**config.mk**
```make
export PLATFORM = sky130hd
export DESIGN_NAME = coef_quantizer
export DESIGN_NICKNAME = d
export VERILOG_FILES = /design/src/rtl/cq_pkg.sv /design/src/rtl/cq_step_rom.sv /design/src/rtl/cq_block_seq.sv /design/src/rtl/cq_div_pipe.sv /design/src/rtl/coef_quantizer.sv
export SDC_FILE = /design/constraint.sdc
export NUM_CORES = 1
export LEC_CHECK = 0
export BUFFER_PORTS_ARGS = -buffer_cell sky130_fd_sc_hd__buf_2
export CORE_UTILIZATION = 30
export DETAILED_ROUTE_END_ITERATION = 8
export GPL_ROUTABILITY_DRIVEN = 0
export PLACE_DENSITY = 0.52
export SLEW_MARGIN = 30
export SYNTH_ARGS = -nofsm -noshare
export SYNTH_HDL_FRONTEND = slang
export SYNTH_HIERARCHICAL = 1
export SYNTH_SLANG_ARGS = --single-unit
```
**constraint.sdc**
```tcl
create_clock -name clk -period 9.4 [get_ports clk]
set_clock_uncertainty 0.1 [all_clocks]
set_input_delay 1.88 -clock clk [delete_from_list [all_inputs] [get_ports clk]]
set_output_delay 1.88 -clock clk [all_outputs]
set_load 0.01 [all_outputs]
```
**src/rtl/cq_pkg.sv**
```systemverilog
package cq_pkg;

    typedef enum logic [0:0] {
        SEQ_IDLE  = 1'b0,
        SEQ_BLOCK = 1'b1
    } seq_state_e;

    // Step size for table tbl at block position idx (8 x 8 layout)
    function automatic int step_entry(input int tbl, input int idx);
        int r;
        int c;
        r = idx / 8;
        c = idx % 8;
        if (tbl == 0) begin
            return 4 * r + 5 * c;
        end
        return 17 * r + 19 * c + 1;
    endfunction

endpackage

```
**src/rtl/cq_step_rom.sv**
```systemverilog
module cq_step_rom #(
    parameter int DIV_W   = 8,
    parameter int BLK_LEN = 64,
    parameter int ADDR_W  = 7
) (
    input  logic [ADDR_W-1:0] addr,
    output logic [DIV_W-1:0]  step
);
    localparam int DEPTH = 2 * BLK_LEN;

    logic [DIV_W-1:0] entry [DEPTH];

    for (genvar g = 0; g < DEPTH; g++) begin : g_entry
        assign entry[g] = DIV_W'(cq_pkg::step_entry(g / BLK_LEN, g % BLK_LEN));
    end

    assign step = entry[addr];
endmodule

```
**src/rtl/cq_block_seq.sv**
```systemverilog
module cq_block_seq #(
    parameter int BLK_LEN = 64,
    parameter int IDX_W   = 6
) (
    input  logic             clk,
    input  logic             rst_n,
    input  logic             in_valid,
    input  logic [1:0]       comp_sel,
    output logic [IDX_W-1:0] cur_idx,
    output logic             cur_tbl,
    output logic             busy,
    output logic             held_tbl
);
    import cq_pkg::*;

    localparam logic [IDX_W-1:0] LAST = IDX_W'(BLK_LEN - 1);

    seq_state_e       state_q, state_n;
    logic [IDX_W-1:0] cnt_q, cnt_n;
    logic             tbl_q, tbl_n;
    logic             code_is_chroma;

    assign code_is_chroma = (comp_sel >= 2'd2);

    // state register
    always_ff @(posedge clk or negedge rst_n) begin
        if (!rst_n) begin
            state_q <= SEQ_IDLE;
            cnt_q   <= '0;
            tbl_q   <= 1'b0;
        end else begin
            state_q <= state_n;
            cnt_q   <= cnt_n;
            tbl_q   <= tbl_n;
        end
    end

    // next state and outputs
    always_comb begin
        state_n = state_q;
        cnt_n   = cnt_q;
        tbl_n   = tbl_q;
        cur_idx = cnt_q;
        cur_tbl = tbl_q;
        busy    = 1'b0;
        unique case (state_q)
            SEQ_IDLE: begin
                cur_idx = '0;
                cur_tbl = code_is_chroma;
                if (in_valid) begin
                    tbl_n   = code_is_chroma;
                    cnt_n   = IDX_W'(1);
                    state_n = SEQ_BLOCK;
                end
            end
            SEQ_BLOCK: begin
                busy = 1'b1;
                if (in_valid) begin
                    if (cnt_q == LAST) begin
                        cnt_n   = '0;
                        state_n = SEQ_IDLE;
                    end else begin
                        cnt_n = cnt_q + 1'b1;
                    end
                end
            end
            default: begin
                state_n = SEQ_IDLE;
            end
        endcase
    end

    assign held_tbl = tbl_q;
endmodule

```
**src/rtl/cq_div_pipe.sv**
```systemverilog
module cq_div_pipe #(
    parameter int NUM_W  = 13,
    parameter int DEN_W  = 9,
    parameter int Q_W    = 12,
    parameter int BPS    = 4
) (
    input  logic             clk,
    input  logic             rst_n,
    input  logic             i_vld,
    input  logic [NUM_W-1:0] i_num,
    input  logic [DEN_W-1:0] i_den,
    input  logic             i_neg,
    input  logic             i_dz,
    output logic             o_vld,
    output logic [Q_W-1:0]   o_mag,
    output logic             o_neg,
    output logic             o_dz
);
    localparam int STAGES = (NUM_W + BPS - 1) / BPS;
    localparam int PAD_W  = STAGES * BPS;
    localparam int REM_W  = DEN_W + 1;

    logic [PAD_W-1:0] nq_s  [STAGES+1];
    logic [REM_W-1:0] rem_s [STAGES+1];
    logic [DEN_W-1:0] den_s [STAGES+1];
    logic             vld_s [STAGES+1];
    logic             neg_s [STAGES+1];
    logic             dz_s  [STAGES+1];

    assign nq_s[0]  = PAD_W'(i_num);
    assign rem_s[0] = '0;
    assign den_s[0] = i_den;
    assign vld_s[0] = i_vld;
    assign neg_s[0] = i_neg;
    assign dz_s[0]  = i_dz;

    for (genvar g = 0; g < STAGES; g++) begin : g_stage
        logic [PAD_W-1:0] nq_t;
        logic [REM_W-1:0] rem_t;

        always_comb begin
            nq_t  = nq_s[g];
            rem_t = rem_s[g];
            for (int b = 0; b < BPS; b++) begin
                rem_t = {rem_t[REM_W-2:0], nq_t[PAD_W-1]};
                nq_t  = {nq_t[PAD_W-2:0], 1'b0};
                if (rem_t >= REM_W'(den_s[g])) begin
                    rem_t    = rem_t - REM_W'(den_s[g]);
                    nq_t[0]  = 1'b1;
                end
            end
        end

        always_ff @(posedge clk or negedge rst_n) begin
            if (!rst_n) begin
                nq_s[g+1]  <= '0;
                rem_s[g+1] <= '0;
                den_s[g+1] <= '0;
                vld_s[g+1] <= 1'b0;
                neg_s[g+1] <= 1'b0;
                dz_s[g+1]  <= 1'b0;
            end else begin
                nq_s[g+1]  <= nq_t;
                rem_s[g+1] <= rem_t;
                den_s[g+1] <= den_s[g];
                vld_s[g+1] <= vld_s[g];
                neg_s[g+1] <= neg_s[g];
                dz_s[g+1]  <= dz_s[g];
            end
        end
    end

    assign o_vld = vld_s[STAGES];
    assign o_mag = nq_s[STAGES][Q_W-1:0];
    assign o_neg = neg_s[STAGES];
    assign o_dz  = dz_s[STAGES];
endmodule

```
**src/rtl/coef_quantizer.sv**
```systemverilog
module coef_quantizer #(
    parameter int COEF_W  = 12,
    parameter int DIV_W   = 8,
    parameter int BLK_LEN = 64,
    parameter int BPS     = 4
) (
    input  logic              clk,
    input  logic              rst_n,
    input  logic              in_valid,
    input  logic [COEF_W-1:0] in_coef,
    input  logic [1:0]        comp_sel,
    output logic              out_valid,
    output logic [COEF_W-1:0] out_quot
);
    localparam int IDX_W   = $clog2(BLK_LEN);
    localparam int ADDR_W  = IDX_W + 1;
    localparam int NUM_W   = COEF_W + 1;
    localparam int DEN_W   = DIV_W + 1;
    localparam int STAGES  = (NUM_W + BPS - 1) / BPS;
    localparam int LATENCY = STAGES + 2;

    logic [IDX_W-1:0] seq_idx;
    logic             seq_tbl;
    logic             seq_busy;
    logic             seq_tbl_held;
    logic [DIV_W-1:0] step;

    cq_block_seq #(.BLK_LEN(BLK_LEN), .IDX_W(IDX_W)) u_seq (
        .clk      (clk),
        .rst_n    (rst_n),
        .in_valid (in_valid),
        .comp_sel (comp_sel),
        .cur_idx  (seq_idx),
        .cur_tbl  (seq_tbl),
        .busy     (seq_busy),
        .held_tbl (seq_tbl_held)
    );

    cq_step_rom #(.DIV_W(DIV_W), .BLK_LEN(BLK_LEN), .ADDR_W(ADDR_W)) u_rom (
        .addr (ADDR_W'({seq_tbl, seq_idx})),
        .step (step)
    );

    // operand preparation stage
    logic [COEF_W-1:0] mag_in;
    logic              a_vld, a_neg, a_dz;
    logic [NUM_W-1:0]  a_num;
    logic [DEN_W-1:0]  a_den;

    assign mag_in = in_coef[COEF_W-1] ? COEF_W'(-in_coef) : in_coef;

    always_ff @(posedge clk or negedge rst_n) begin
        if (!rst_n) begin
            a_vld <= 1'b0;
            a_neg <= 1'b0;
            a_dz  <= 1'b0;
            a_num <= '0;
            a_den <= '0;
        end else begin
            a_vld <= in_valid;
            a_neg <= in_coef[COEF_W-1];
            a_dz  <= (step == '0);
            a_num <= {mag_in, 1'b0} + NUM_W'(step);
            a_den <= {step, 1'b0};
        end
    end

    logic              d_vld, d_neg, d_dz;
    logic [COEF_W-1:0] d_mag;

    cq_div_pipe #(.NUM_W(NUM_W), .DEN_W(DEN_W), .Q_W(COEF_W), .BPS(BPS)) u_div (
        .clk   (clk),
        .rst_n (rst_n),
        .i_vld (a_vld),
        .i_num (a_num),
        .i_den (a_den),
        .i_neg (a_neg),
        .i_dz  (a_dz),
        .o_vld (d_vld),
        .o_mag (d_mag),
        .o_neg (d_neg),
        .o_dz  (d_dz)
    );

    // output stage: sign, zero divisor, idle zeroing
    always_ff @(posedge clk or negedge rst_n) begin
        if (!rst_n) begin
            out_valid <= 1'b0;
            out_quot  <= '0;
        end else begin
            out_valid <= d_vld;
            if (!d_vld || d_dz) begin
                out_quot <= '0;
            end else if (d_neg) begin
                out_quot <= COEF_W'(-d_mag);
            end else begin
                out_quot <= d_mag;
            end
        end
    end
endmodule

```
==> Word-level counts from Yosys, hierarchy flattened <==
Memory sizes are Yosys's and may differ from the RTL's.
Cells that the tools add are included.
{ "totals": {"mem_count": 1, "register_bits": 168, "input_bits": 17, "out_inout_bits": 13, "romBits": 1024} }
{ "mem_list": {"columns": ["memory", "depth", "word_bits", "read_ports", "rd_ports_with_merged_regs", "wr", "line", "rtl"], "rows": [
  ["(no name shown)", 128, 8, 1, 0, 0, "cq_step_rom.sv:17", "assign step = entry[addr];"]
]} }
{ "op_classes": {"bitwise": 2, "mux": 46, "eq_ne": 3, "n_lt_le_gt_ge": 18, "add_sub_neg": 19, "n_reduce_logical": 5} }
{ "ops": {"columns": ["cell", "n"], "rows": [
  ["greater-or-equal comparator 10 x 9 -> 1 bit", 15],
  ["two-way mux 9 bit", 15],
  ["subtractor 9 bit", 14],
  ["two-way mux 12 bit", 3],
  ["two-way mux 6 bit", 4],
  ["negation 12 bit", 2],
  ["two-way mux 1 bit", 20],
  ["two-way mux 8 bit", 2],
  ["adder 13 x 8 -> 13 bit", 1],
  ["one-hot mux 6 bit (2 select lines)", 1],
  ["greater-or-equal comparator 1 x 9 -> 1 bit, first input constant", 1],
  ["subtractor 1 x 9 -> 9 bit, first input constant", 1],
  ["greater-or-equal comparator 8 bit, second input constant", 1],
  ["logical NOT 8 bit", 1],
  ["inverter 7 -> 8 bit", 1],
  ["adder 6 x 1 -> 6 bit, second input constant", 1],
  ["equality test 6 bit, second input constant", 1],
  ["inequality test 2 bit, second input constant", 2],
  ["AND reduction 2 bit", 2],
  ["greater-or-equal comparator 2 bit, second input constant", 1],
  ["one-hot mux 1 bit (2 select lines)", 1],
  ["logical NOT 1 bit", 1],
  ["logical OR 1 bit", 1],
  ["inverter 1 bit", 1]
]} }

==> Logic depth before layout (Yosys ltp) <==
{ "logic_depth": {"word_depth": 8, "mapped_depth": 38, "ltp_nobuf": 36} }

==> By module <==
Netlist, hierarchy kept.
{ "modules_own_cells": {"columns": ["module", "area_each_um2", "n_inst", "cells_each"], "rows": [
  ["cq_div_pipe", 9973.3, 1, 1042],
  ["coef_quantizer", 1831.8, 1, 168],
  ["cq_step_rom", 843.3, 1, 116],
  ["cq_block_seq", 451.7, 1, 47]
]} }

==> Worst setup path before layout <==
Ideal clock, no wire load.
{ "synth_timing": {"path_type": "reg-to-reg", "startpoint": "register u_div/den_s[19] in the netlist's numbering", "endpoint": "register u_div/rem_s[12] in the netlist's numbering", "path_slack_ns": 1.167, "t_required_ns": 9.175, "path_stages_with_launch": 34, "arrival_ns": 8.008, "n_path_buf": 2, "cell_sequence": "dfrtp_1 -> inv_1 -> fa_1 -> a211oi_1 -> o21ai_0 -> a221oi_2 -> buf_2 -> mux2_2 -> ha_1 -> a211oi_1 -> nor3b_1 -> o31a_1 -> a211oi_4 -> inv_2 -> buf_6 -> mux2_2 -> ha_1 -> a21o_1 -> a21oi_1 -> nor2b_1 -> o31ai_1 -> o311ai_2 -> a21oi_4 -> mux2_2 -> ha_1 -> a21oi_1 -> nor2b_1 -> o21ai_0 -> o211ai_1 -> o21a_1 -> a2111oi_0 -> mux2_4 -> inv_6 -> mux2_4"} }
{ "synth_via": {"elab_chain_len": 8, "word_cells_on_any_way": 12, "classes_between": "4 x add/sub; 4 x order compare; 4 x mux"} }
{ "synth_lines": {"columns": ["element", "line", "rtl"], "rows": [
  ["from (decl)", "cq_div_pipe.sv:25", "logic [DEN_W-1:0] den_s [STAGES+1];"],
  ["from (signal, indexed assignment)", "cq_div_pipe.sv:65", "den_s[g+1] <= den_s[g];"],
  ["subtractor 9 bit / greater-or-equal comparator 10 x 9 -> 1 bit (equally long branches)", "cq_div_pipe.sv:48, cq_div_pipe.sv:47", null],
  ["two-way mux 9 bit", "cq_div_pipe.sv:47", "if (rem_t >= REM_W'(den_s[g])) begin"],
  ["greater-or-equal comparator 10 x 9 -> 1 bit / subtractor 9 bit (equally long branches)", "cq_div_pipe.sv:47, cq_div_pipe.sv:48", null],
  ["two-way mux 9 bit", "cq_div_pipe.sv:47", null],
  ["subtractor 9 bit / greater-or-equal comparator 10 x 9 -> 1 bit (equally long branches)", "cq_div_pipe.sv:48, cq_div_pipe.sv:47", null],
  ["two-way mux 9 bit", "cq_div_pipe.sv:47", null],
  ["subtractor 9 bit / greater-or-equal comparator 10 x 9 -> 1 bit (equally long branches)", "cq_div_pipe.sv:48, cq_div_pipe.sv:47", null],
  ["two-way mux 9 bit *", "cq_div_pipe.sv:47", null],
  ["net u_div.g_stage[2].rem_t[2]", "cq_div_pipe.sv:39", "logic [REM_W-1:0] rem_t;"],
  ["to (signal, indexed assignment)", "cq_div_pipe.sv:64", "rem_s[g+1] <= rem_t;"],
  ["to (decl)", "cq_div_pipe.sv:24", "logic [REM_W-1:0] rem_s [STAGES+1];"]
]} }
Mark *: on every way through the listed nets, which the timed path passes. The rest lies on a longest branch.
A chain may end at the register's enable or synchronous reset.

==> Worst setup path after layout <==
{ "layout_timing": {"startpoint": "register u_div/den_s[19] in the netlist's numbering", "endpoint": "register u_div/rem_s[17] in the netlist's numbering"} }
{ "layout_via": {"elab_chain_len": 8, "word_cells_on_any_way": 12, "classes_between": "4 x add/sub; 4 x order compare; 4 x mux"} }
{ "layout_lines": {"columns": ["element", "line"], "rows": [
  ["subtractor 9 bit / greater-or-equal comparator 10 x 9 -> 1 bit (equally long branches)", "cq_div_pipe.sv:48, cq_div_pipe.sv:47"],
  ["two-way mux 9 bit", "cq_div_pipe.sv:47"],
  ["subtractor 9 bit / greater-or-equal comparator 10 x 9 -> 1 bit (equally long branches)", "cq_div_pipe.sv:48, cq_div_pipe.sv:47"],
  ["two-way mux 9 bit", "cq_div_pipe.sv:47"],
  ["subtractor 9 bit / greater-or-equal comparator 10 x 9 -> 1 bit (equally long branches)", "cq_div_pipe.sv:48, cq_div_pipe.sv:47"],
  ["two-way mux 9 bit", "cq_div_pipe.sv:47"],
  ["subtractor 9 bit / greater-or-equal comparator 10 x 9 -> 1 bit (equally long branches)", "cq_div_pipe.sv:48, cq_div_pipe.sv:47"],
  ["two-way mux 9 bit *", "cq_div_pipe.sv:47"],
  ["net u_div.g_stage[2].rem_t[7]", "cq_div_pipe.sv:39"]
]} }
Marks and branches as above.

==> impl_results.md <==
- #FFs+latches synth: 158
- Placed Cells incl. Taps: 1967
- Arr. time, crit path: 8.89 ns
- Synth Area per Inst: 9.54 um^2
- Cell depth of the worst hold path: 0
- Num ports: 30
- Die Width: 211 um
- Die ar.: 44500 um^2
- Layout cell share with drive strength beyond 1: 13.5%
- Largest net degree at the start of global routing: 64
- TritonCTS clock tree: built
- Number of synthesized flops with an enable pin: 0
- Ys async rst share: 100%
- Clock Path Buffers: 2
- Max Fclk: 0.115 GHz
- Drt total wl: 29.2 mm
- Port Buffers: 28
- Hold path startpoint: u_div/g_stage[1].nq_t[14]
- Routed wl met3: 839 um
- Netlist cell types: 94
- Iteration-0 DRC Markers: 542
- Post-synthesis sequential area ratio: 30.2%
- Synth area leader: dfrtp_1
- Floorplan row count: 76
- Post-DR wirelength/cell: 14.6 um
- TNS Setup: 0 ns
- FF-to-FF End: u_div/rem_s[17]
- First-pass GRT wire length: 48.3 mm
- Highest routed layer: met4
- Ant. Diodes: 0
- Worst-margin pin slew: 0.734 ns
- Hold Crit Endpoint: u_div/nq_s[46]
- CTS H-Tree Depth: 4
- Setup bufs post-CTS: 0
- Metal-1 WL: 14.7 mm
- CTS sink cnt: 158
- CP Launch Type: register
- HPWL Detailed: 23.4 mm
- Req. time, crit path: 9.62 ns
- Fin nets: 1584
- Area contributors post-synth: dfrtp_1 30%, ha_1 15%, mux2_2 5.8%, xnor2_1 4.2%, xor2_1 3.6%
- Synth Flop Type: dfrtp_1
- Max-slew violation count: 0
- Core Footprint: 43100 um^2
- Largest stage delay on the critical path: 0.49 ns
- DR WL met2: 13.2 mm
- Outcome: finished, final reports clean
- Via density: 4.89
- Detailed-route via count: 9775
- Clk slew on worst S/H paths: 0.06 ns
- Drt pass-1 iters: 5
- Residual DRC: 0
- Critical Path Sink Type: register
- P&R area growth vs syn: 10.7%
- Synthesized cell area: 13100 um^2
- Final Hold Fails: 0
- Initial antenna violation count: 1
- Die H: 211 um
- ANT nets after route: 0
- Yosys top cell area share: 30.2%
- Normalized max-slew margin: 51.1%
- RSZ-0062 raised after global routing: no
- Vias in the first global route: 9364
- Clk Latency, worst-skew pair: 0.44 ns
- Overflow after GRT: 0
- Slowest-stage cell, CP: fa_1
- Starting Density: 30.4%
- Total GRT Usage: 13.5%
- Cell depth of the worst flop-to-flop path: 32
- Max_cap viols: 0
- Clock Tree Root: clkbuf_16
- Final setup fails: 0
- CTS Hold Buffers Added: 0
- Crit path time final: 8.67 ns
- Final Cycle Share: 92.2%
- Synth Warn #: 6
- Hold/Removal Path Class: reg2reg
- Worst R2R Start: u_div/den_s[19]
- R2R setup slack: 0.73 ns
- Fin cells: 1999
- Cell count after synthesis: 1373
- CP max FO: 14
- Setup Crit Path Kind: reg2reg
- CTS Buf Count: 17
-- layer usage --
metal	vias up	GRT usage, %
met1	4625	19.0
li1	4983	-
met2	140	21.4
met5	-	0
met3	27	1.93
met4	0	4.05
-- cells in the final DEF (no fill, tap or decap), types with 54 or more instances in the layout --
cell type  instances
o21ai_0           62
nand2_1           61
nor2_1           106
xnor2_1           63
inv_1            109
a21oi_1           84
dfrtp_1          158
mux2_2            68
ha_1             153
xor2_1            54
-- through the flow --
| stage | utilization (%) | setup WS [ns] | cell area [um^2] | hold WS [ns] |
|---|---|---|---|---|
| floorplan | - | 1.17 | 13100 | 0.231 |
| CTS | 33.7 | 0.614 | 14500 | 0.250 |
| global route | 33.7 | 0.0928 | 14500 | 0.251 |
| finish | 33.7 | 0.729 | 14500 | 0.248 |
| detailed placement | 32.1 | 0.662 | 13800 | 0.235 |
| global placement | 32.1 | 0.778 | 13800 | 0.231 |
-- final cells by class --
cell class / instances / area [um^2]
Clock inverter: 15 / 228
Tap cell: 585 / 732
Timing Repair Buffer: 40 / 236
Fill cell: 4364 / 28600
Clock buffer: 17 / 425
Multi-Input combinational cell: 1071 / 8490
Inverter: 113 / 429
Sequential cell: 158 / 3950
-- synthesized netlist by cell type (all sizes together) (4+ instances only) --
cell type	count
dfrtp	158
ha	153
inv	113
nor2	106
a21oi	86
mux2	76
o21ai	69
nand2	63
xnor2	63
xor2	55
a21o	41
nor2b	32
buf	29
mux2i	25
nor3	25
nand4	23
and2	16
o21a	15
o31ai	15
a211oi	14
a31oi	14
fa	13
clkbuf	10
nand2b	10
o211ai	10
or3	10
nand3	8
o31a	8
or2	8
nor4	7
o41ai	7
or4	7
a22o	6
o21bai	6
a2111oi	5
a21boi	5
a221oi	5
nor3b	5
a211o	4
and3	4
and4	4
o311ai	4
-- worst max-delay path by stage --
stage / from / endpoint / slack (ns) / cells past startpoint
after detailed placement: u_div/den_s[28] / u_div/rem_s[21] / 0.66 / 31
after CTS: u_div/den_s[28] / u_div/rem_s[26] / 0.61 / 31
after global placement: u_div/den_s[28] / u_div/rem_s[21] / 0.78 / 31
after global routing: u_div/den_s[19] / u_div/rem_s[17] / 0.09 / 33
after floorplan: u_div/den_s[19] / u_div/rem_s[12] / 1.17 / 33
final: u_div/den_s[19] / u_div/rem_s[17] / 0.73 / 32
-- cell families after synthesis --
kind of cell / count (synthesis) / synth area share [%]
buffers and inverters: 152 / 5.21
adder cells (fa/ha/maj): 167 / 16.7
flip-flops: 158 / 30.2
XOR/XNOR: 118 / 7.95
AO/OA/AOI/OAI: 338 / 17.9
other: 1 / 0.0286
multiplexers: 102 / 8.97
AND/OR/NAND/NOR: 337 / 13.1
-- timing repair --
item	4_1_cts	5_1_grt
gates resized for setup	0	1
setup endpoints to repair	0	8
endpoints found under the hold margin	0	0
-- registers in the layout (all words and copies together), names as in the netlist --
register and flops:
u_div/o_mag 12, a_dz 1, u_div/o_dz 1, a_vld 1, a_num 13, a_den 7
u_div/rem_s 27, u_div/g_stage.nq_t 24, u_div/o_neg 1, u_div/vld_s 3, u_seq/held_tbl 1, u_div/dz_s 3
u_seq/cnt_q 6, u_div/o_vld 1, u_div/neg_s 3, a_neg 1, u_seq/state_q 1, u_div/nq_s 12
out_quot 12, out_valid 1, u_div/den_s 27
-- worst max-delay path: cells and delay by family, from the launching register on --
| kind | cells | cell delay, ns |
|---|---|---|
| and+or+nand+nor | 2 | 0.25 |
| adders and majority gates | 4 | 1.67 |
| AOI/OAI and AO/OA | 16 | 3.62 |
| DFF | 1 | 0.47 |
| muxes | 5 | 1.54 |
| buffers and inverters | 5 | 0.93 |
Power is left out: the tool's default activity adds up to more than one toggle a clock period on the data nets, which glitch-free logic cannot reach.
